$ cat config.mk
export PLATFORM = sky130hd
export DESIGN_NAME = xlate_walker
export DESIGN_NICKNAME = d
export VERILOG_FILES = /design/src/rtl/xlate_pkg.sv /design/src/rtl/xlate_addr.sv /design/src/rtl/xlate_l1_dec.sv /design/src/rtl/xlate_l2_dec.sv /design/src/rtl/xlate_walker.sv
export SDC_FILE = /design/constraint.sdc
export NUM_CORES = 1
export LEC_CHECK = 0
export BUFFER_PORTS_ARGS = -buffer_cell sky130_fd_sc_hd__buf_2
export CAP_MARGIN = 0
export CORE_MARGIN = 1.5
export CORE_UTILIZATION = 51
export CTS_BUF_LIST = sky130_fd_sc_hd__clkbuf_8
export DETAILED_ROUTE_END_ITERATION = 6
export GPL_TIMING_DRIVEN = 1
export PLACE_DENSITY_LB_ADDON = 0.15
export SYNTH_ARGS = -nofsm -noshare
export SYNTH_HDL_FRONTEND = slang
export SYNTH_HIERARCHICAL = 1
export SYNTH_SLANG_ARGS = --single-unit
$ cat constraint.sdc
create_clock -name clk -period 3.1 [get_ports clk]
set_input_delay 0.31 -clock clk [delete_from_list [all_inputs] [get_ports clk]]
set_output_delay 0.31 -clock clk [all_outputs]
set_load 0.05 [all_outputs]
$ cat src/rtl/xlate_pkg.sv
// Package: shared encodings and field positions for the table walker.
// Assumes 32-bit descriptors and 32-bit virtual/physical addresses.
package xlate_pkg;
    localparam int unsigned ADDR_W    = 32;
    localparam int unsigned ATTR_W    = 2;
    localparam int unsigned TTB_LSB   = 14;  // first-level table alignment
    localparam int unsigned SECT_LSB  = 20;  // section / first-level index
    localparam int unsigned CRS_LSB   = 10;  // coarse table base alignment
    localparam int unsigned FINE_LSB  = 12;  // fine table base alignment
    localparam int unsigned LARGE_LSB = 16;
    localparam int unsigned SMALL_LSB = 12;
    localparam int unsigned TINY_LSB  = 10;
    localparam int unsigned TAB_W     = ADDR_W - CRS_LSB;  // kept table pointer bits

    typedef enum logic [2:0] {
        ST_IDLE, ST_L1_REQ, ST_L1_WAIT, ST_L2_REQ, ST_L2_WAIT, ST_DONE
    } walk_state_e;

    typedef enum logic [1:0] {
        L1_INVALID = 2'b00, L1_COARSE = 2'b01, L1_SECTION = 2'b10, L1_FINE = 2'b11
    } l1_kind_e;

    typedef enum logic [1:0] {
        L2_INVALID = 2'b00, L2_LARGE = 2'b01, L2_SMALL = 2'b10, L2_TINY = 2'b11
    } l2_kind_e;
endpackage

$ cat src/rtl/xlate_addr.sv
// Module: descriptor read address generator.
// Selects between the first-level address and the coarse or fine
// second-level address. Pure combinational; inputs come from latched state.
module xlate_addr
    import xlate_pkg::*;
(
    input  logic [ADDR_W-TTB_LSB-1:0] ttb_base,
    input  logic [ADDR_W-1:CRS_LSB]   va_hi,
    input  logic [TAB_W-1:0]          tab_ptr,
    input  logic                      use_l2,
    input  logic                      fine,
    output logic [ADDR_W-1:0]         rd_addr
);
    logic [ADDR_W-1:0] l1_addr;
    logic [ADDR_W-1:0] crs_addr;
    logic [ADDR_W-1:0] fine_addr;

    // Build the three candidate word addresses and pick one.
    always_comb begin
        l1_addr   = {ttb_base, va_hi[ADDR_W-1:SECT_LSB], 2'b00};
        crs_addr  = {tab_ptr, va_hi[SECT_LSB-1:SMALL_LSB], 2'b00};
        fine_addr = {tab_ptr[TAB_W-1:FINE_LSB-CRS_LSB], va_hi[SECT_LSB-1:CRS_LSB], 2'b00};
        if (!use_l2)
            rd_addr = l1_addr;
        else if (fine)
            rd_addr = fine_addr;
        else
            rd_addr = crs_addr;
    end
endmodule

$ cat src/rtl/xlate_l1_dec.sv
// Module: first-level descriptor decoder.
// Classifies the descriptor, applies the tiny-page gate and forms the
// section result. Assumes desc is the raw word from the read port.
module xlate_l1_dec
    import xlate_pkg::*;
(
    input  logic [ADDR_W-1:0]   desc,
    input  logic [SECT_LSB-1:0] va_lo,
    input  logic                tiny_en,
    output logic                bad,
    output logic                section,
    output logic                fine,
    output logic [ADDR_W-1:0]   sect_pa,
    output logic [ATTR_W-1:0]   sect_attr
);
    l1_kind_e kind;
    logic     unused_desc_bits;

    assign unused_desc_bits = ^desc[SECT_LSB-1:4];

    // Decode the type field and form the section translation.
    always_comb begin
        kind      = l1_kind_e'(desc[1:0]);
        bad       = (kind == L1_INVALID) || (kind == L1_FINE && !tiny_en);
        section   = (kind == L1_SECTION);
        fine      = (kind == L1_FINE);
        sect_pa   = {desc[ADDR_W-1:SECT_LSB], va_lo};
        sect_attr = desc[3:2];
    end
endmodule

$ cat src/rtl/xlate_l2_dec.sv
// Module: second-level descriptor decoder.
// Forms the large, small or tiny page address and flags invalid entries.
module xlate_l2_dec
    import xlate_pkg::*;
(
    input  logic [ADDR_W-1:0]    desc,
    input  logic [LARGE_LSB-1:0] va_lo,
    output logic                 bad,
    output logic [ADDR_W-1:0]    page_pa,
    output logic [ATTR_W-1:0]    page_attr
);
    logic unused_desc_bits;

    assign unused_desc_bits = ^desc[TINY_LSB-1:4];

    // Splice descriptor base and page offset by page size.
    always_comb begin
        bad       = 1'b0;
        page_attr = desc[3:2];
        unique case (l2_kind_e'(desc[1:0]))
            L2_LARGE: page_pa = {desc[ADDR_W-1:LARGE_LSB], va_lo};
            L2_SMALL: page_pa = {desc[ADDR_W-1:SMALL_LSB], va_lo[SMALL_LSB-1:0]};
            L2_TINY:  page_pa = {desc[ADDR_W-1:TINY_LSB],  va_lo[TINY_LSB-1:0]};
            default: begin
                page_pa = '0;
                bad     = 1'b1;
            end
        endcase
    end
endmodule

$ cat src/rtl/xlate_walker.sv
// Module: two-level translation table walker (top).
// Accepts one request in idle, latches its inputs, fetches one or two
// descriptors with one read outstanding, and reports with a done pulse.
// Assumes the memory returns exactly one response per accepted read.
module xlate_walker
    import xlate_pkg::*;
(
    input  logic              clk,
    input  logic              rst_n,
    input  logic              req_valid,
    output logic              req_ready,
    input  logic [ADDR_W-1:0] req_va,
    input  logic [ADDR_W-1:0] req_ttb,
    input  logic              req_tiny_en,
    output logic              mem_rd_valid,
    input  logic              mem_rd_ready,
    output logic [ADDR_W-1:0] mem_rd_addr,
    input  logic              mem_rsp_valid,
    input  logic [ADDR_W-1:0] mem_rsp_data,
    input  logic              mem_rsp_err,
    output logic              done,
    output logic              fault,
    output logic [ADDR_W-1:0] pa,
    output logic [ATTR_W-1:0] attr
);
    walk_state_e               state_q;
    logic [ADDR_W-1:0]         va_q;
    logic [ADDR_W-TTB_LSB-1:0] ttb_q;
    logic                      tiny_q;
    logic [TAB_W-1:0]          tab_q;
    logic                      fine_q;
    logic [ADDR_W-1:0]         pa_q;
    logic [ATTR_W-1:0]         attr_q;
    logic                      fault_q;

    logic                      l1_bad, l1_sect, l1_fine;
    logic [ADDR_W-1:0]         l1_pa, l2_pa;
    logic [ATTR_W-1:0]         l1_attr, l2_attr;
    logic                      l2_bad;
    logic                      unused_ttb_bits;

    assign unused_ttb_bits = ^req_ttb[TTB_LSB-1:0];

    xlate_addr u_addr (
        .ttb_base (ttb_q),
        .va_hi    (va_q[ADDR_W-1:CRS_LSB]),
        .tab_ptr  (tab_q),
        .use_l2   (state_q == ST_L2_REQ),
        .fine     (fine_q),
        .rd_addr  (mem_rd_addr)
    );

    xlate_l1_dec u_l1 (
        .desc      (mem_rsp_data),
        .va_lo     (va_q[SECT_LSB-1:0]),
        .tiny_en   (tiny_q),
        .bad       (l1_bad),
        .section   (l1_sect),
        .fine      (l1_fine),
        .sect_pa   (l1_pa),
        .sect_attr (l1_attr)
    );

    xlate_l2_dec u_l2 (
        .desc      (mem_rsp_data),
        .va_lo     (va_q[LARGE_LSB-1:0]),
        .bad       (l2_bad),
        .page_pa   (l2_pa),
        .page_attr (l2_attr)
    );

    // Walk sequencer: captures the request, steps through reads, loads the result.
    always_ff @(posedge clk) begin
        if (!rst_n) begin
            state_q <= ST_IDLE;
            va_q    <= '0;
            ttb_q   <= '0;
            tiny_q  <= 1'b0;
            tab_q   <= '0;
            fine_q  <= 1'b0;
            pa_q    <= '0;
            attr_q  <= '0;
            fault_q <= 1'b0;
        end else begin
            unique case (state_q)
                ST_IDLE: if (req_valid) begin
                    va_q    <= req_va;
                    ttb_q   <= req_ttb[ADDR_W-1:TTB_LSB];
                    tiny_q  <= req_tiny_en;
                    state_q <= ST_L1_REQ;
                end
                ST_L1_REQ: if (mem_rd_ready) state_q <= ST_L1_WAIT;
                ST_L1_WAIT: if (mem_rsp_valid) begin
                    if (mem_rsp_err || l1_bad) begin
                        {fault_q, pa_q, attr_q} <= {1'b1, {ADDR_W{1'b0}}, {ATTR_W{1'b0}}};
                        state_q <= ST_DONE;
                    end else if (l1_sect) begin
                        {fault_q, pa_q, attr_q} <= {1'b0, l1_pa, l1_attr};
                        state_q <= ST_DONE;
                    end else begin
                        tab_q   <= mem_rsp_data[ADDR_W-1:CRS_LSB];
                        fine_q  <= l1_fine;
                        state_q <= ST_L2_REQ;
                    end
                end
                ST_L2_REQ: if (mem_rd_ready) state_q <= ST_L2_WAIT;
                ST_L2_WAIT: if (mem_rsp_valid) begin
                    if (mem_rsp_err || l2_bad)
                        {fault_q, pa_q, attr_q} <= {1'b1, {ADDR_W{1'b0}}, {ATTR_W{1'b0}}};
                    else
                        {fault_q, pa_q, attr_q} <= {1'b0, l2_pa, l2_attr};
                    state_q <= ST_DONE;
                end
                default: state_q <= ST_IDLE;
            endcase
        end
    end

    // Port outputs derived from the sequencer state and result registers.
    always_comb begin
        req_ready    = (state_q == ST_IDLE);
        mem_rd_valid = (state_q == ST_L1_REQ) || (state_q == ST_L2_REQ);
        done         = (state_q == ST_DONE);
        fault        = fault_q;
        pa           = pa_q;
        attr         = attr_q;
    end
endmodule

# ---- Word-level counts from Yosys, hierarchy flattened
# Cells that the tools add are included.
dict set report op_classes {
  add_sub_neg 0
  multipliers 0
  div 0
  n_lt_le_gt_ge 0
  n_eq_ne 14
  shift 0
  muxes 30
  n_bitwise 2
  reduce_logical 14
}
# cell count
set op_table {}
lappend op_table {{32-bit 2-to-1 mux} 6}
lappend op_table {{32-bit one-hot mux with 3 select lines} 1}
lappend op_table {{32-bit one-hot mux with 2 select lines} 1}
lappend op_table {{3-bit 2-to-1 mux} 7}
lappend op_table {{3-bit one-hot mux with 5 select lines} 1}
lappend op_table {{12-bit 2-to-1 mux} 1}
lappend op_table {{2-bit 2-to-1 mux} 5}
lappend op_table {{2-bit inequality test, second input constant} 5}
lappend op_table {{4-bit AND reduction} 2}
lappend op_table {{3-bit by 2-bit == test with 1-bit output, second input constant} 2}
lappend op_table {{3-bit == test, second input constant} 2}
lappend op_table {{1-bit 2-to-1 mux} 6}
lappend op_table {{5-bit AND reduction} 1}
lappend op_table {{2-bit == test, second input constant} 2}
lappend op_table {{1-bit logical OR} 4}
lappend op_table {{2-bit one-hot mux with 2 select lines} 1}
lappend op_table {{3-bit by 1-bit == test with 1-bit output, second input constant} 1}
lappend op_table {{3-bit logical NOT} 1}
lappend op_table {{3-bit inequality test, second input constant} 1}
lappend op_table {{3-bit OR reduction} 1}
lappend op_table {{2-bit by 1-bit == test with 1-bit output, second input constant} 1}
lappend op_table {{2-bit logical NOT} 1}
lappend op_table {{1-bit NOT} 2}
lappend op_table {{1-bit one-hot mux with 2 select lines} 1}
lappend op_table {{other kinds (4)} 4}
dict set report word_totals {
  ff_bits 112
  latchBits 0
  ramBits 0
  romBits 0
  input_bits 103
  out_inout_bits 70
  elab_cells 69
  memories 0
}

# ---- Logic depth before layout (Yosys ltp)
dict set report logic_depth {
  depth_word 7
  mapped_depth 7
  mapped_depth_nobuf 5
}

# ---- By module
# The synthesis kept the hierarchy.
# mod instances cells_per_inst area_each_um2 seq_area_each_um2
set modules_own_cells {}
lappend modules_own_cells {xlate_walker 1 568 4713.3 2242.2}
lappend modules_own_cells {xlate_addr 1 58 590.6 0.0}
lappend modules_own_cells {xlate_l2_dec 1 41 292.8 0.0}
lappend modules_own_cells {xlate_l1_dec 1 38 284.0 0.0}

# ---- Worst setup path before layout
# OpenSTA, ideal clock, no wires.
dict set report synth_timing {
  kind {reg-to-output}
  startpoint {register state_q[1]}
  endpoint {output port mem_rd_addr[10]}
  t_arrival_ns 1.837
  required_time_ns 2.790
  slack_ns 0.953
  path_stages_with_launch 7
  path_buffers 2
  cell_sequence {dfxtp_1 > buf_2 > inv_1 > nor3b_1 > buf_2 > nor2_1 > a21oi_2}
}
dict set report synth_via {
  elab_chain_cells 2
}
# item line
set synth_lines {}
lappend synth_lines {{start, declared} xlate_walker.sv:26} ;# walk_state_e state_q;
lappend synth_lines {{start signal, assigned} xlate_walker.sv:75} ;# state_q <= ST_IDLE;
lappend synth_lines {{start signal, assigned} xlate_walker.sv:90} ;# state_q <= ST_L1_REQ;
lappend synth_lines {{start signal, assigned} xlate_walker.sv:92} ;# ST_L1_REQ: if (mem_rd_ready) state_q <= ST_L1_WAIT;
lappend synth_lines {{3-bit by 2-bit == test with 1-bit output} xlate_walker.sv:48} ;# .use_l2 (state_q == ST_L2_REQ),
lappend synth_lines {{32-bit 2-to-1 mux} xlate_addr.sv:23} ;# if (!use_l2)
lappend synth_lines {{end, declared} xlate_walker.sv:17} ;# output logic [ADDR_W-1:0] mem_rd_addr,
# Every way passes these cells.

# ---- Worst setup path after layout
dict set report layout_timing {
  startpoint {register state_q[1]}
  endpoint {output port mem_rd_addr[28]}
}
# Same word-level chain as after synthesis.

==> results.md <==
Status:
- The run finished with clean final reports.

Placed design:
- Routability-driven placement finished with a final weighted congestion of between 0.8 and 0.9.
- The count of port buffers added during placement is 150.
- The total half-perimeter wirelength after legalization and detailed placement is approximately 10 mm.
- The number of placed cells counting well taps is between 900 and 1000.

Clocking:
- For this design, the CTS-stage hold fixing added 0 buffers.
- The post-CTS setup repair buffer count is 0.
- The total clock buffers created by CTS is 9.
- The clock network latency to the later pin of the worst-skew pair is about 0.39 ns.
- The tree is rooted in a clkbuf_8.
- Clock-pin slew was measured on the worst setup and hold paths at 0.11 ns.
- The TritonCTS clock tree is built.
- The largest buffer count on any clock path is 2.
- The post-cts gate resize count is 0.
- The clock drives between 100 and 150 sinks.
- The depth of the CTS H-tree is 3.

Hold path:
- The launch point of the worst hold path is req_ttb[28].
- The end point of the most critical hold path is ttb_q[14]$_SDFFE_PN0P_.
- The cell count of the worst hold path is 3.
- The path class of the tightest hold or removal check is in -> reg.

Job:
- The tool flagged a number of max-cap violations equal to 0.

Synthesis:
- The cell type contributing the most total cell area after synthesis is dfxtp_1.
- The most used flip-flop cell after synthesis is dfxtp_1.
- Of the post-synthesis cell area, the part taken by muxes is 0.0749.
- The number of synthesized register bits is 112.
- The most common cell in the synthesized netlist is dfxtp_1.
- The cell area that synthesis handed to floorplanning was 0.00588 mm2.
- The cell count after synthesis came out at 705.
- The synthesized-area fraction occupied by ao, oa, aoi and oai cells is 0.213.
- Of the total synthesized cell area, the portion taken by full adders, half adders and majority gates is 0.
- By area, the combinational part of the netlist is dominated by simple AND/OR/NAND/NOR gates.
- The simple-gate area share of the yosys netlist is 0.216.
- The post-synthesis async set-or-reset flop share is 0.
- Synthesis instantiated 48 different standard cells from the library.
- Counting instances in the post-synthesis netlist gives the leading cell types as 112 x dfxtp_1, 103 x nand2_1, 92 x nand3_1.
- The number of enable-type register cells in the synthesized netlist is 0.
- The number of synthesis warnings is 6.
- The share of the synthesized netlist area taken by xor and xnor gates is 0.00149.
- The portion of the post-synthesis area used by sequential elements is 0.381.
- The post-synthesis average cell area is between 8 and 9 um2.
- The area share of the largest cell type after synthesis is 0.381.
- By area the synthesized netlist is led by dfxtp_1 38%, nand3_1 7.8%, nand2_1 6.6%, a21oi_1 6.3%, buf_4 5.4%.

Routing:
- For this run, design rule violations remaining after detail routing come to 0.
- In the routed layout, each cell is associated on average with a via count of around 5.8.
- The first detailed-routing pass ran for 5 iterations.
- In this run the remaining antenna-violating nets after routing total 0.
- Wires add up to 15.7 mm.
- The number of vias in the routed layout is 5339.
- After detailed routing, the average wire length per cell comes to around 17 um.
- The count of routing violations after the opening detailed-route iteration is between 500 and 600.

STA:
- The final worst clock skew is 0.00767 ns.
- The timing-limited maximum frequency is ~360 MHz.
- The count of endpoints failing hold in the final timing report was 0.
- Setup repair after global routing left no endpoint under its margin.
- For the finished layout, the period the worst path requires is 2.79 ns.
- In the final timing run, aggregate negative setup slack is 0 ns.
- The headroom to the max-slew limit is 0.220.
- In the finished design, the share of the clock period the worst path needs comes to 0.900.
- The number of slew-limit violations in the final report is 0.
- Setup violations remaining at the end of the flow were counted as 0.
- The pin slew with the least headroom to its limit is between 1 and 1.5 ns.
- The worst hold slack is around 0.14 ns.

Pwr:
- Of the total power, the share spent switching nets is 0.333.
- The portion of total power attributed to sequential cells is 0.495.
- Internal power comes to 0.00210 W.
- The total net switching power is between 0.001 and 0.0015 W.
- The analysis attributes to cell leakage a power of roughly 2.5 nW.
- IR analysis of the VDD net gives a maximum drop of ~0.28 mV.
- The power per standard cell area is between 400 and 500 mW/mm2.
- The total power consumption of the routed design is 0.00315 W.
- The share of total power dissipated in the clock network is 0.292.
- The power share of the combinational group is 0.213.

Critical path:
- STA classifies the critical path startpoint as a flop.
- The worst flop-to-flop path startpoint is tiny_q$_SDFFE_PN0P_.
- The category of the critical setup timing path is reg -> out.
- The element type at the critical path end is an output pin.
- The arrival time at the worst endpoint is about 2.5 ns.
- The setup check on the worst reg-to-reg path leaves a slack of 0.81 ns.
- The worst register-to-register path ends at pa[1]$_SDFFE_PN0P_.
- The depth of the worst register-to-register path is 5.
- Of all nets on the critical path, the largest fanout is 36.
- The required arrival time at the worst endpoint is 2.79 ns.

Layout:
- The layout-stage area growth over the synthesis result is 11.3%.
- The layout has ~1100 filler cells.
- In the final layout, the share of cells above drive strength 1 is 0.300.
- After the flow finishes, the layout carries non-filler instances totaling about 900.
- The repair_antennas step left the layout with diodes totalling 0.
- After the last flow step, the layout net total stands at around 880.
- The final core utilization is 0.578.

Floorplanning:
- The initial utilization of the core area, before any placement, comes to 0.519.
- The overall die height is between 100 and 150 um.
- The total core area is 0.0113 mm2.
- The row count is 39.
- The width of the die is between 100 and 150 um.
- The number of I/O pins is around 170.
- The die covers 0.0122 mm2.

GRT:
- The first-pass GRT wire length is between 20 and 25 mm.
- The total overflow left after global routing is 0.
- The initial antenna violation count came to 0.
- The maximum number of pins on one net before global-route repair is between 100 and 150.
- The via count of the first global-routing pass was 4923.
- Across every metal layer, demand over resource in global routing totals 0.260.
-- cells by family (layout without fill, tap and decap cells) --
group | after synthesis | in the layout
simple gates | 258 | 258
compound gates | 189 | 189
flops | 112 | 112
buf+inv | 110 | 185
mux | 34 | 34
other cells | 1 | 2
xor+xnor | 1 | 1
-- power by group through the flow --
stage               clock (W)  combinational [W]  sequential (W)
floorplan                   0           0.000484         0.00163
global placement            0           0.000663         0.00159
detailed placement          0           0.000670         0.00159
CTS                  0.000944           0.000672         0.00156
global route         0.000985           0.000728         0.00157
finish               0.000920           0.000672         0.00156
-- worst max-delay path, stage by stage, from the launching register on --
cell and delay [ns]:
dfxtp_1 0.67, inv_1 0.18, nor3b_2 0.37, buf_12 0.29, mux2_2 0.36, buf_2 0.21
-- worst max-delay path by stage --
stage	startpoint	end	slack (ns)	cells past startpoint
after floorplan	state_q[1]$_SDFFE_PN0P_	mem_rd_addr[10]	0.95	6
after global placement	mem_rsp_data[1]	pa[1]$_SDFFE_PN0P_	0.70	6
after detailed placement	mem_rsp_data[1]	pa[7]$_SDFFE_PN0P_	0.63	5
after CTS	state_q[1]$_SDFFE_PN0P_	mem_rd_addr[28]	0.27	5
after global routing	state_q[1]$_SDFFE_PN0P_	mem_rd_addr[28]	0.16	5
final	state_q[1]$_SDFFE_PN0P_	mem_rd_addr[28]	0.31	5
-- cell type report --
| class | instances | area, um2 | area share |
|---|---|---|---|
| multi-input cells | 484 | 3010 | 0.460 |
| clock inverters | 7 | 77.6 | 0.0119 |
| inverters | 2 | 8.76 | 0.00134 |
| flip-flops and latches | 112 | 2240 | 0.343 |
| clock buffers | 9 | 124 | 0.0189 |
| well taps | 143 | 179 | 0.0273 |
| repair buffers | 167 | 903 | 0.138 |
-- state kept, by name (all words and copies together), names as in the netlist --
signal   flops
pa          32
va_q        32
tab_q       22
ttb_q       18
state_q      3
attr         2
fault        1
fine_q       1
tiny_q       1
-- cells in the final DEF, fill, tap and decap left out, drive strengths merged --
| cell type | count |
|---|---|
| nand3 | 92 |
| bufinv | 1 |
| or3 | 1 |
| nand2 | 103 |
| a22o | 6 |
| nor2b | 29 |
| and3 | 2 |
| nand2b | 1 |
| buf | 167 |
| inv | 5 |
| and2 | 1 |
| dfxtp | 112 |
| nor4 | 1 |
| or4b | 1 |
| a21oi | 84 |
| nor2 | 13 |
| clkinv | 2 |
| nor4b | 1 |
| mux2i | 11 |
| nand3b | 1 |
| nor3 | 4 |
| nor3b | 2 |
| a211oi | 35 |
| a311oi | 34 |
| nand4bb | 1 |
| or4 | 1 |
| o21ai | 26 |
| and2b | 1 |
| clkbuf | 9 |
| and4bb | 2 |
| o211ai | 2 |
| clkinvlp | 1 |
| or3b | 1 |
| mux2 | 23 |
| xnor2 | 1 |
| conb | 2 |
| o31a | 1 |
| o311ai | 1 |
-- metal layers --
| layer | vias up | GRT usage | share of wire |
|---|---|---|---|
| li1 | 2624 | - | - |
| met1 | 2488 | 0.346 | 0.45 |
| met2 | 198 | 0.404 | 0.47 |
| met3 | 29 | 0.0447 | 0.062 |
| met4 | 0 | 0.132 | 0.021 |
| met5 | - | 0 | 0 |
-- per-stage QoR --
stage | worst slack, ns | cell area, um2
6_report | 0.310 | 6550
5_1_grt | 0.156 | 6550
4_1_cts | 0.271 | 6550
3_5_place_dp | 0.631 | 6340
3_3_place_gp | 0.702 | 6340
2_1_floorplan | 0.953 | 5880
Note: power is estimated with default switching activity, not from simulation.
